==> config.mk <==
export PLATFORM = sky130hd
export DESIGN_NAME = irq_deliver_ctrl
export DESIGN_NICKNAME = d
export VERILOG_FILES = /design/src/rtl/irqd_pkg.sv /design/src/rtl/irqd_edge_flag.sv /design/src/rtl/irqd_level_track.sv /design/src/rtl/irqd_arbiter.sv /design/src/rtl/irq_deliver_ctrl.sv
export SDC_FILE = /design/constraint.sdc
export NUM_CORES = 1
export LEC_CHECK = 0
export ABC_CLOCK_PERIOD_IN_PS = 1700
export BUFFER_PORTS_ARGS = -buffer_cell sky130_fd_sc_hd__buf_2
export CORE_MARGIN = 2
export CORE_UTILIZATION = 50
export DETAILED_ROUTE_END_ITERATION = 10
export GPL_ROUTABILITY_DRIVEN = 0
export PLACE_DENSITY = 0.76
export SLEW_MARGIN = 20
export SYNTH_ARGS = -nofsm -noshare
export SYNTH_HDL_FRONTEND = slang
export SYNTH_SLANG_ARGS = --single-unit
==> constraint.sdc <==
create_clock -name clk -period 1.7 [get_ports clk]
set_input_delay 0 -clock clk [delete_from_list [all_inputs] [get_ports clk]]
set_output_delay 0 -clock clk [all_outputs]
set_load 0.05 [all_outputs]
==> src/rtl/irqd_pkg.sv <==
package irqd_pkg;
  // state of the maskable level slot
  typedef enum logic [1:0] {
    LV_IDLE = 2'd0,
    LV_PEND = 2'd1,
    LV_CLR  = 2'd2
  } lvl_st_e;

  // exception code driven to the core
  localparam logic EXC_RSTNMI = 1'b1;
  localparam logic EXC_INT    = 1'b0;
endpackage

==> src/rtl/irqd_edge_flag.sv <==
module irqd_edge_flag (
  input  logic clk,
  input  logic rst,
  input  logic req_i,
  input  logic clr_i,
  output logic pend_o
);
  logic prev_q;
  logic rise;

  assign rise = req_i & ~prev_q;

  always_ff @(posedge clk) begin
    if (rst) begin
      prev_q <= 1'b0;
      pend_o <= 1'b0;
    end else begin
      prev_q <= req_i;
      // a fresh edge wins over a clear in the same cycle
      pend_o <= rise | (pend_o & ~clr_i);
    end
  end
endmodule

==> src/rtl/irqd_level_track.sv <==
module irqd_level_track #(
  parameter int IP_W = 6
) (
  input  logic                 clk,
  input  logic                 rst,
  input  logic [IP_W-1:0]      lvl_i,
  input  logic                 consume_i,
  output irqd_pkg::lvl_st_e    state_o,
  output logic [IP_W-1:0]      lvl_o
);
  import irqd_pkg::*;

  logic [IP_W-1:0] prev_q;
  logic            changed;

  assign changed = (lvl_i != prev_q);

  always_ff @(posedge clk) begin
    if (rst) begin
      prev_q  <= '0;
      lvl_o   <= '0;
      state_o <= LV_IDLE;
    end else begin
      prev_q <= lvl_i;
      if (changed) begin
        lvl_o   <= lvl_i;
        state_o <= (lvl_i == '0) ? LV_CLR : LV_PEND;
      end else if (consume_i) begin
        state_o <= LV_IDLE;
      end
    end
  end
endmodule

==> src/rtl/irqd_arbiter.sv <==
module irqd_arbiter #(
  parameter int IP_W = 6
) (
  input  logic              eval_i,
  input  logic              pend_rst_i,
  input  logic              pend_nmi_i,
  input  irqd_pkg::lvl_st_e lvl_st_i,
  input  logic [IP_W-1:0]   lvl_i,
  input  logic              sr_ie_i,
  input  logic [IP_W-1:0]   sr_im_i,
  output logic              clr_rst_o,
  output logic              clr_nmi_o,
  output logic              consume_o,
  output logic              fire_o,
  output logic              code_o,
  output logic              ip_load_o,
  output logic [IP_W-1:0]   ip_val_o
);
  import irqd_pkg::*;

  logic unmasked;
  assign unmasked = sr_ie_i & (|(lvl_i & sr_im_i));

  always_comb begin
    clr_rst_o = 1'b0;
    clr_nmi_o = 1'b0;
    consume_o = 1'b0;
    fire_o    = 1'b0;
    code_o    = EXC_INT;
    ip_load_o = 1'b0;
    ip_val_o  = '0;
    if (eval_i) begin
      if (pend_rst_i) begin
        fire_o    = 1'b1;
        code_o    = EXC_RSTNMI;
        clr_rst_o = 1'b1;
      end else if (pend_nmi_i) begin
        fire_o    = 1'b1;
        code_o    = EXC_RSTNMI;
        clr_nmi_o = 1'b1;
      end else if (lvl_st_i == LV_PEND) begin
        ip_load_o = 1'b1;
        ip_val_o  = lvl_i;
        if (unmasked) begin
          fire_o    = 1'b1;
          consume_o = 1'b1;
        end
      end else if (lvl_st_i == LV_CLR) begin
        ip_load_o = 1'b1;
        consume_o = 1'b1;
      end
    end
  end
endmodule

==> src/rtl/irq_deliver_ctrl.sv <==
module irq_deliver_ctrl #(
  parameter int IP_W = 6
) (
  input  logic            clk,
  input  logic            rst,
  input  logic            rst_req_i,
  input  logic            nmi_req_i,
  input  logic [IP_W-1:0] lvl_i,
  input  logic            insn_bound_i,
  input  logic            sr_ie_i,
  input  logic [IP_W-1:0] sr_im_i,
  output logic            exc_req_o,
  output logic            exc_code_o,
  output logic [IP_W-1:0] cause_ip_o
);
  import irqd_pkg::*;

  localparam int NSRC = 2; // edge-sensitive sources: 0 reset, 1 NMI

  logic [NSRC-1:0] src_req, src_pend, src_clr;
  lvl_st_e         lvl_st;
  logic [IP_W-1:0] lvl_val, ip_val;
  logic            consume, fire, code, ip_load;

  assign src_req = {nmi_req_i, rst_req_i};

  for (genvar g = 0; g < NSRC; g++) begin : g_src
    irqd_edge_flag u_flag (
      .clk    (clk),
      .rst    (rst),
      .req_i  (src_req[g]),
      .clr_i  (src_clr[g]),
      .pend_o (src_pend[g])
    );
  end

  irqd_level_track #(.IP_W(IP_W)) u_lvl (
    .clk       (clk),
    .rst       (rst),
    .lvl_i     (lvl_i),
    .consume_i (consume),
    .state_o   (lvl_st),
    .lvl_o     (lvl_val)
  );

  irqd_arbiter #(.IP_W(IP_W)) u_arb (
    .eval_i     (insn_bound_i),
    .pend_rst_i (src_pend[0]),
    .pend_nmi_i (src_pend[1]),
    .lvl_st_i   (lvl_st),
    .lvl_i      (lvl_val),
    .sr_ie_i    (sr_ie_i),
    .sr_im_i    (sr_im_i),
    .clr_rst_o  (src_clr[0]),
    .clr_nmi_o  (src_clr[1]),
    .consume_o  (consume),
    .fire_o     (fire),
    .code_o     (code),
    .ip_load_o  (ip_load),
    .ip_val_o   (ip_val)
  );

  always_ff @(posedge clk) begin
    if (rst) begin
      exc_req_o  <= 1'b0;
      exc_code_o <= 1'b0;
      cause_ip_o <= '0;
    end else begin
      exc_req_o  <= fire;
      exc_code_o <= fire & code;
      if (ip_load) cause_ip_o <= ip_val;
    end
  end
endmodule

==> results of run 1 <==
-- metal layers --
metal / wire [um] / track usage (%) / up-vias
met5: 0 / 0 / -
met4: 40 / 9.72 / 0
met3: 115 / 3.33 / 5
met2: 999 / 29.6 / 30
met1: 986 / 24.0 / 424
li1: - / - / 475
-- cell families (layout without fill, tap and decap cells) --
logic type	count (synthesis)	count (layout)	share of synthesized area, %
compound gates	32	32	18.1
xor+xnor	6	6	5.69
fa+ha+maj	2	2	2.37
buf+inv	9	42	3.32
flops	26	26	49.3
simple gates	42	42	21.2
-- power breakdown --
part	leakage [uW]	total (uW)	switching, uW	internal, uW
sequential	0.000215	656	18.4	638
combinational	0.000305	160	89.5	70.8
clock	0.0000138	254	171	83.0
total	0.000534	1070	279	792
-- state kept, by name, indices dropped and copies added (netlist names) --
name / flops
u_lvl.prev_q: 6
g_src.u_flag.prev_q: 2
exc_req_o: 1
g_src.u_flag.pend_o: 2
cause_ip_o: 6
u_lvl.lvl_o: 6
u_lvl.state_o: 2
exc_code_o: 1
-- through the flow --
| step | instances | power, uW | hold WS (ns) | utilization [%] | cell area [um^2] |
|---|---|---|---|---|---|
| floorplan | 117 | 764 | 0.128 | - | 1060 |
| global placement | 165 | 808 | 0.231 | 60.5 | 1200 |
| detailed placement | 165 | 813 | 0.233 | 60.5 | 1200 |
| CTS | 177 | 1080 | 0.0518 | 66.2 | 1310 |
| global route | 177 | 1120 | 0.0436 | 66.2 | 1310 |
| finish | 177 | 1070 | 0.0523 | 66.2 | 1310 |
-- final timing paths --
path,startpoint,endpoint,cells past startpoint
worst min register to register,cause_ip_o[3],cause_ip_o[3],2
worst min-delay path,insn_bound_i,exc_req_o,3
worst max-delay path,lvl_i[5],u_lvl.state_o[0],6
worst max register to register,u_lvl.state_o[0],cause_ip_o[5],5
-- area by class of cell --
class | instances | area, um^2
Fill cell | 177 | 671
Sequential cell | 26 | 520
Multi-Input combinational cell | 82 | 500
Timing Repair Buffer | 34 | 215
Tap cell | 27 | 33.8
Clock buffer | 3 | 22.5
Inverter | 5 | 18.8
-- placed cells by master, fill, tap and decap left out, types with 2 or more instances in the layout --
cell / netlist / routed
nand3_1: 7 / 7
a22oi_1: 4 / 4
buf_2: 1 / 25
ha_1: 2 / 2
clkbuf_4: 0 / 3
a21oi_1: 7 / 7
nand2_1: 15 / 15
dfxtp_1: 26 / 26
nor2b_1: 9 / 9
o21ai_0: 15 / 15
nor2_1: 2 / 2
inv_1: 4 / 4
xnor2_1: 5 / 5
nor3_1: 2 / 2
o31ai_1: 2 / 2
dlygate4sd3_1: 0 / 9
-- worst min-delay path, cell delays in order --
cell and delay (ns):
buf_2 0.11, inv_1 0.14, nor3_1 0.07
==> results.md, run 1 <==
- Synth Instances: 117
- Reg2reg setup slack: 0.22 ns
- Post-Syn Area per Cell: 9.03 um^2
- Chip Height: 50.0 um
- Status: complete, no violations
- Rows: 16
- Yosys warnings: 0
- Post-Syn Area: 0.00106 mm^2
- Gr ovfl total: 0
- Pleak: 0.000534 uW
- Critical path class: in2reg
- Worst Path Buf+Inv: 2
- Top_reg_cell synth: dfxtp_1
- Final hold viol count: 0
- Largest buffer count on any clock path: 2
- Min Tclk post-route: 1.50 ns
- Slew headroom: 66.4%
- Most frequent cells after synthesis: 26 x dfxtp_1, 15 x nand2_1, 15 x o21ai_0, 9 x nor2b_1
- Clock Sinks: 26
- CTS Buf Count: 3
- CP delay by family, top: buffers and inverters
- ANT cells: 0
- Max Slew Vio Count: 0
- Initial antenna violation count: 0
- Post-route DRC: 0
- Worst-path clk slew: 0.13 ns
- Final Setup Violations: 0
- Post-synth top area cell: dfxtp_1
- RSZ-0062 raised after global routing: no
- Largest net degree at the start of global routing: 21
- Num ports: 26
- Largest cells by area after synthesis: dfxtp_1 49%, o21ai_0 7.1%, nand2_1 5.3%
- Area delta synth->final: 24.2%
- Max VDD drop: 0.000543 V
- Max H-tree Level: 1
- Total track usage: 18.6%
- Vias per std cell: 5.28
- Wire per inst: 12.1 um
- Post-CTS sizing: 0
- Async set-reset flop share out of synthesis: 0%
- Die ar.: 0.00250 mm^2
- Top cell type's share of synthesized area: 49.3%
- Post-Syn Nets: 137
- Max cap viols: 0
- Layout cell share with drive strength beyond 1: 20.7%
- Worst path slowest cell: dlygate4sd3_1
- Vias: 934
- EDFF count, synth: 0
- Drt pass-1 iters: 4
- Power per standard cell area: 816 mW/mm^2
- Sequential area share after synthesis: 49.3%
- PortBufs: 25
- Count leader, synth: dfxtp_1
- Nets: 172
- Tcrit/Tclk final: 88.0%
- HPWL after DPL: 1470 um
- Vias in the first global route: 819
- Startpoint Class: input port
- Die W: 50.0 um
- First-pass GRT wire length: 3580 um
- CP Cell Sequence: dlygate4sd3_1, buf_2, xnor2_1, nand4_2, or2_0, o31ai_1
- Core area: 0.00198 mm^2
- Clock Skews: 0.00317 ns
- Yosys reg bits: 26
- Post-place setup slack: 0.264 ns
- CP arrival: 1.74 ns
- Worst Path Required: 1.94 ns
- Post-CTS setup buffers: 0
- Clock Root Buffer: clkbuf_4
- Setup_tns: 0 ns
- CTS tree: yes
- Worst Slack Setup Final: 0.204 ns
- Clock Latency Late Sink: 0.31 ns
- CTS Hold Buffers Added: 9
- Initial drt markers: 22
- CP Capture Type: flip-flop
- Hold Crit Class: in2reg
- Initial Util: 53.3%
- Critical Path Fanout Max: 9
- Worst Tran Pin Value: 0.500 ns
- Final ANT Viol Nets: 0
- Fmax: 0.668 GHz
- Total wire length: 2140 um
- Critical path's largest stage delay: 0.53 ns
- Synth unique cells: 29
(Power assumes the default switching activity.)
==> run 2: changes to the inputs <==
--- a/config.mk
+++ b/config.mk
@@ -11,8 +11,10 @@
 export CORE_UTILIZATION = 50
 export DETAILED_ROUTE_END_ITERATION = 10
 export GPL_ROUTABILITY_DRIVEN = 0
-export PLACE_DENSITY = 0.76
+export HOLD_SLACK_MARGIN = 0.05
+export PLACE_DENSITY_LB_ADDON = 0.08
 export SLEW_MARGIN = 20
 export SYNTH_ARGS = -nofsm -noshare
 export SYNTH_HDL_FRONTEND = slang
 export SYNTH_SLANG_ARGS = --single-unit
+export TNS_END_PERCENT = 30
==> results.md, run 2 (same netlist as run 1, synthesis figures left out) <==
- Status: complete, no violations
- Die ar.: 0.00250 mm^2
- Area delta synth->final: 25.5%
- Pleak: 0.000541 uW
- First-pass GRT wire length: 3730 um
- ANT cells: 0
- RSZ-0062 raised after global routing: no
- Nets: 172
- Critical path class: reg2reg
- Final Setup Violations: 0
- Min Tclk post-route: 1.50 ns
- Slew headroom: 65.9%
- Fillers: 183
- Switching Fraction: 24.6%
- Initial drt markers: 15
- Total track usage: 19.3%
- Vias per std cell: 5.21
- CTS tree: yes
- Commonest non-fill, non-tap cell in the layout: dfxtp_1
- Tcrit/Tclk final: 88.0%
- Max Slew Vio Count: 0
- Share of power burned in registers: 59.1%
- Most frequent cells in the layout: 26 x dfxtp_1, 25 x buf_2, 15 x nand2_1, 15 x o21ai_0
- Die W: 50.0 um
- Final hold viol count: 0
- Wire per inst: 12.3 um
- Max cap viols: 0
- PortBufs: 25
- Rows: 16
- Comb power frac: 14.4%
- Total wire length: 2190 um
- Clock Root Buffer: clkbuf_4
- Largest net degree at the start of global routing: 21
- Chip Height: 50.0 um
- Final instance area: 0.00133 mm^2
- Sw Pwr: 273 uW
- Largest buffer count on any clock path: 2
- Clock Skews: 0.00491 ns
- Worst flop-to-flop path startpoint: u_lvl.state_o[0]
- Vias in the first global route: 898
- Crit path launch: u_lvl.state_o[0]
- Num ports: 26
- Worst Tran Pin Value: 0.507 ns
- Hold Crit Class: in2reg
- Clock power share: 26.5%
- Final ANT Viol Nets: 0
- Worst Path Required: 1.95 ns
- Critical Path Fanout Max: 6
- CP Capture Type: flip-flop
- Clock Sinks: 26
- Fmax: 0.668 GHz
- HPWL after DPL: 1650 um
- Initial Util: 53.3%
- Power per standard cell area: 840 mW/mm^2
- Vias: 928
- Initial antenna violation count: 0
- Core area: 0.00198 mm^2
- Setup_tns: 0 ns
- Post-route DRC: 0
- Worst-path clk slew: 0.13 ns
- Gr ovfl total: 0
- Drt pass-1 iters: 4
- CTS Buf Count: 3
- Placed cell areas: 0.00120 mm^2
- Post-CTS setup buffers: 0
- Top Registers: cause_ip_o (6), u_lvl.lvl_o (6), u_lvl.prev_q (6)
- Clock Latency Late Sink: 0.31 ns
- Max H-tree Level: 1
- Max VDD drop: 0.000601 V
- Hold Crit Start: insn_bound_i
- CP arrival: 1.75 ns
- Total internal power: 839 uW
- Startpoint Class: flip-flop
- Layout cell share with drive strength beyond 1: 21.2%
run 2: changes by cell type in the layout (fill, tap and decap cells not counted), sizes merged:
| cell | before | now |
|---|---|---|
| clkbuf | 3 | 4 |
run 2: power groups by stage:
stage / registers [uW] / logic (uW) / clock network [uW]
5_1_grt: 662 / 178 / 335
3_5_place_dp: 672 / 144 / 0
4_1_cts: 658 / 160 / 307
6_report: 658 / 160 / 294
3_3_place_gp: 670 / 140 / 0
2_1_floorplan: 682 / 81.3 / 0
run 2: worst max-delay path, cell delays in order, from the launching register on:
cell and delay (ns):
dfxtp_1 0.38, inv_1 0.06, ha_1 0.32, nor4_2 0.39
nand3_1 0.14, a21oi_1 0.15
run 2: repair_timing:
item / CTS / global route
hold buffers: 9 / 0
endpoints found under the hold margin: 12 / 0
gates resized for setup: 0 / 0
run 2: area by class of cell:
class,count,area (um^2),share of cell area [%]
clock buffers,4,36.3,2.74
well taps,27,33.8,2.55
inverters,5,18.8,1.42
repair buffers,34,215,16.2
flip-flops and latches,26,520,39.3
multi-input cells,82,500,37.8
run 2: path summary, 6_finish.rpt:
kind,end,slack (ns),cells past startpoint
max,cause_ip_o[1],0.20,5
min,exc_code_o,0.06,3
max reg2reg,cause_ip_o[1],0.20,5
min reg2reg,cause_ip_o[0],0.46,2
run 2: routing by layer:
| metal | GRT usage [%] | vias to the layer above | wire [um] |
|---|---|---|---|
| met5 | 0 | - | 0 |
| met4 | 5.56 | 0 | 13 |
| met3 | 3.03 | 2 | 86 |
| met2 | 34.2 | 22 | 1080 |
| met1 | 24.1 | 424 | 1010 |
| li1 | - | 480 | - |
run 2: stage by stage:
step	utilization [%]	std cells	power (uW)	setup slack, ns	hold slack [ns]
after floorplan	-	117	764	0.335	0.128
after global placement	60.5	165	810	0.266	0.231
after detailed placement	60.5	165	816	0.223	0.235
after CTS	66.9	178	1120	0.194	0.0531
after global routing	66.9	178	1170	0.0609	0.0548
final	66.9	178	1110	0.203	0.0613
==> run 3: changes to the inputs <==
--- a/config.mk
+++ b/config.mk
@@ -7,7 +7,7 @@
 export LEC_CHECK = 0
 export ABC_CLOCK_PERIOD_IN_PS = 1700
 export BUFFER_PORTS_ARGS = -buffer_cell sky130_fd_sc_hd__buf_2
-export CORE_MARGIN = 2
+export CORE_MARGIN = 3
 export CORE_UTILIZATION = 50
 export DETAILED_ROUTE_END_ITERATION = 10
 export GPL_ROUTABILITY_DRIVEN = 0
==> results.md, run 3 (same netlist as run 1, synthesis figures left out) <==
- R2r endpoint: cause_ip_o[0]
- Initial Util: 56.8%
- Sw Pwr: 272 uW
- Wire per inst: 12.3 um
- Worst Path Required: 1.95 ns
- Clock Sinks: 26
- Worst Tran Pin Value: 0.573 ns
- Comb power frac: 15.5%
- PortBufs: 25
- Die ar.: 0.00270 mm^2
- WHS Endpoint: g_src[0].u_flag.pend_o
- Nets: 174
- Slew headroom: 61.5%
- CTS Buf Count: 3
- HPWL after DPL: 1580 um
- Cells on worst reg2reg path: 5
- ANT cells: 0
- Worst-path clk slew: 0.13 ns
- Tcrit/Tclk final: 90.8%
- Hold Crit Start: rst
- Switching Fraction: 25.5%
- Hold Crit Class: in2reg
- Vias in the first global route: 893
- Initial drt markers: 31
- Startpoint Class: flip-flop
- Post-CTS setup buffers: 0
- Total internal power: 794 uW
- Reg2reg setup slack: 0.16 ns
- CTS tree: yes
- Top Registers: cause_ip_o (6), u_lvl.lvl_o (6), u_lvl.prev_q (6)
- Total wire length: 2170 um
- CP Capture Type: flip-flop
- RSZ-0062 raised after global routing: no
- Clock Root Buffer: clkbuf_4
- Largest net degree at the start of global routing: 21
- Num ports: 26
- Rows: 15
- Final cell count without fillers: 177
- Min Tclk post-route: 1.54 ns
- Max H-tree Level: 1
- Vias: 960
- Most frequent cells in the layout: 26 x dfxtp_1, 25 x buf_2, 15 x nand2_1, 15 x o21ai_0, 10 x dlygate4sd3_1
- Die W: 52.0 um
- Clock Skews: 0.00658 ns
- Max VDD drop: 0.000463 V
- Post-CTS sizing: 0
- Final ANT Viol Nets: 0
- Setup_tns: 0 ns
- Status: complete, no violations
- Worst flop-to-flop path startpoint: u_lvl.state_o[0]
- Layout cell share with drive strength beyond 1: 21.1%
- First-pass GRT wire length: 3750 um
- Area delta synth->final: 25.6%
- Power per standard cell area: 804 mW/mm^2
- Clock Latency Late Sink: 0.31 ns
- Drt pass-1 iters: 5
- Largest buffer count on any clock path: 2
- Register area: 520 um^2
- Commonest non-fill, non-tap cell in the layout: dfxtp_1
- Post-route DRC: 0
- Initial antenna violation count: 0
- Footprint of the multi-input gates: 500 um^2
- Gr ovfl total: 0
- Fmax: 0.648 GHz
- Fillers: 145
- Max cap viols: 0
- WHS Path Cells: 2
- Clock power share: 23.0%
- Core area: 0.00186 mm^2
- Total track usage: 18.1%
- Critical Path Fanout Max: 6
- CP arrival: 1.79 ns
- Final Setup Violations: 0
- Share of power burned in registers: 61.5%
- Placed Cells: 164
- Max Slew Vio Count: 0
- Final hold viol count: 0
- Pleak: 0.000542 uW
- Vias per std cell: 5.42
- Crit path launch: u_lvl.state_o[0]
- Chip Height: 52.0 um
- Critical path class: reg2reg
run 3: cell types whose count changed in the layout (fill, tap and decap cells not counted), sizes merged:
| cell | before | now |
|---|---|---|
| buf | 25 | 26 |
| dlygate4sd3 | 9 | 10 |
| clkbuf | 4 | 3 |
run 3: per-stage QoR:
| step | hold slack (ns) | total power (uW) | utilization (%) | setup WS (ns) | instance area [um^2] |
|---|---|---|---|---|---|
| detailed placement | 0.233 | 815 | 64.8 | 0.199 | 1200 |
| global route | 0.0850 | 1130 | 71.4 | 0.000747 | 1330 |
| floorplan | 0.128 | 764 | - | 0.335 | 1060 |
| CTS | 0.0549 | 1080 | 71.4 | 0.168 | 1330 |
| finish | 0.0674 | 1070 | 71.4 | 0.157 | 1330 |
| global placement | 0.231 | 811 | 64.8 | 0.288 | 1200 |
run 3: timing repair:
action	4_1_cts	5_1_grt
hold buffers	10	0
endpoints found under the hold margin	13	0
setup endpoints to repair	0	0
run 3: layout make-up:
cell class	count	area share (%)
clock buffer	3	1.70
multi-input combinational	82	37.7
inverter	5	1.42
sequential	26	39.2
tap	25	2.36
timing repair buffer	36	17.5
run 3: worst max-delay path by stage:
stage / end / slack [ns] / cells after the start
floorplan: u_lvl.state_o[0] / 0.34 / 7
global placement: cause_ip_o[3] / 0.29 / 5
detailed placement: cause_ip_o[5] / 0.20 / 5
CTS: cause_ip_o[0] / 0.17 / 5
global route: cause_ip_o[1] / 0.0007 / 5
finish: cause_ip_o[0] / 0.16 / 5
run 3: power groups by stage:
stage / Combinational, uW / Clock (uW) / Sequential, uW
after detailed placement: 146 / 0 / 669
final: 165 / 246 / 656
after floorplan: 81.3 / 0 / 682
after global routing: 183 / 284 / 661
after global placement: 142 / 0 / 669
after CTS: 164 / 260 / 656
run 3: worst max-delay path, stage by stage (launching register included):
cell	delay, ns
dfxtp_1	0.37
inv_1	0.05
ha_1	0.31
nor4_2	0.44
nand3_1	0.15
a21oi_1	0.16
run 3: layer usage:
metal | vias to the layer above | global-route usage [%] | wire, um
li1 | 484 | - | -
met1 | 439 | 23.5 | 980
met2 | 35 | 31.4 | 1040
met3 | 2 | 2.87 | 140
met4 | 0 | 3.93 | 10
met5 | - | 0 | 0
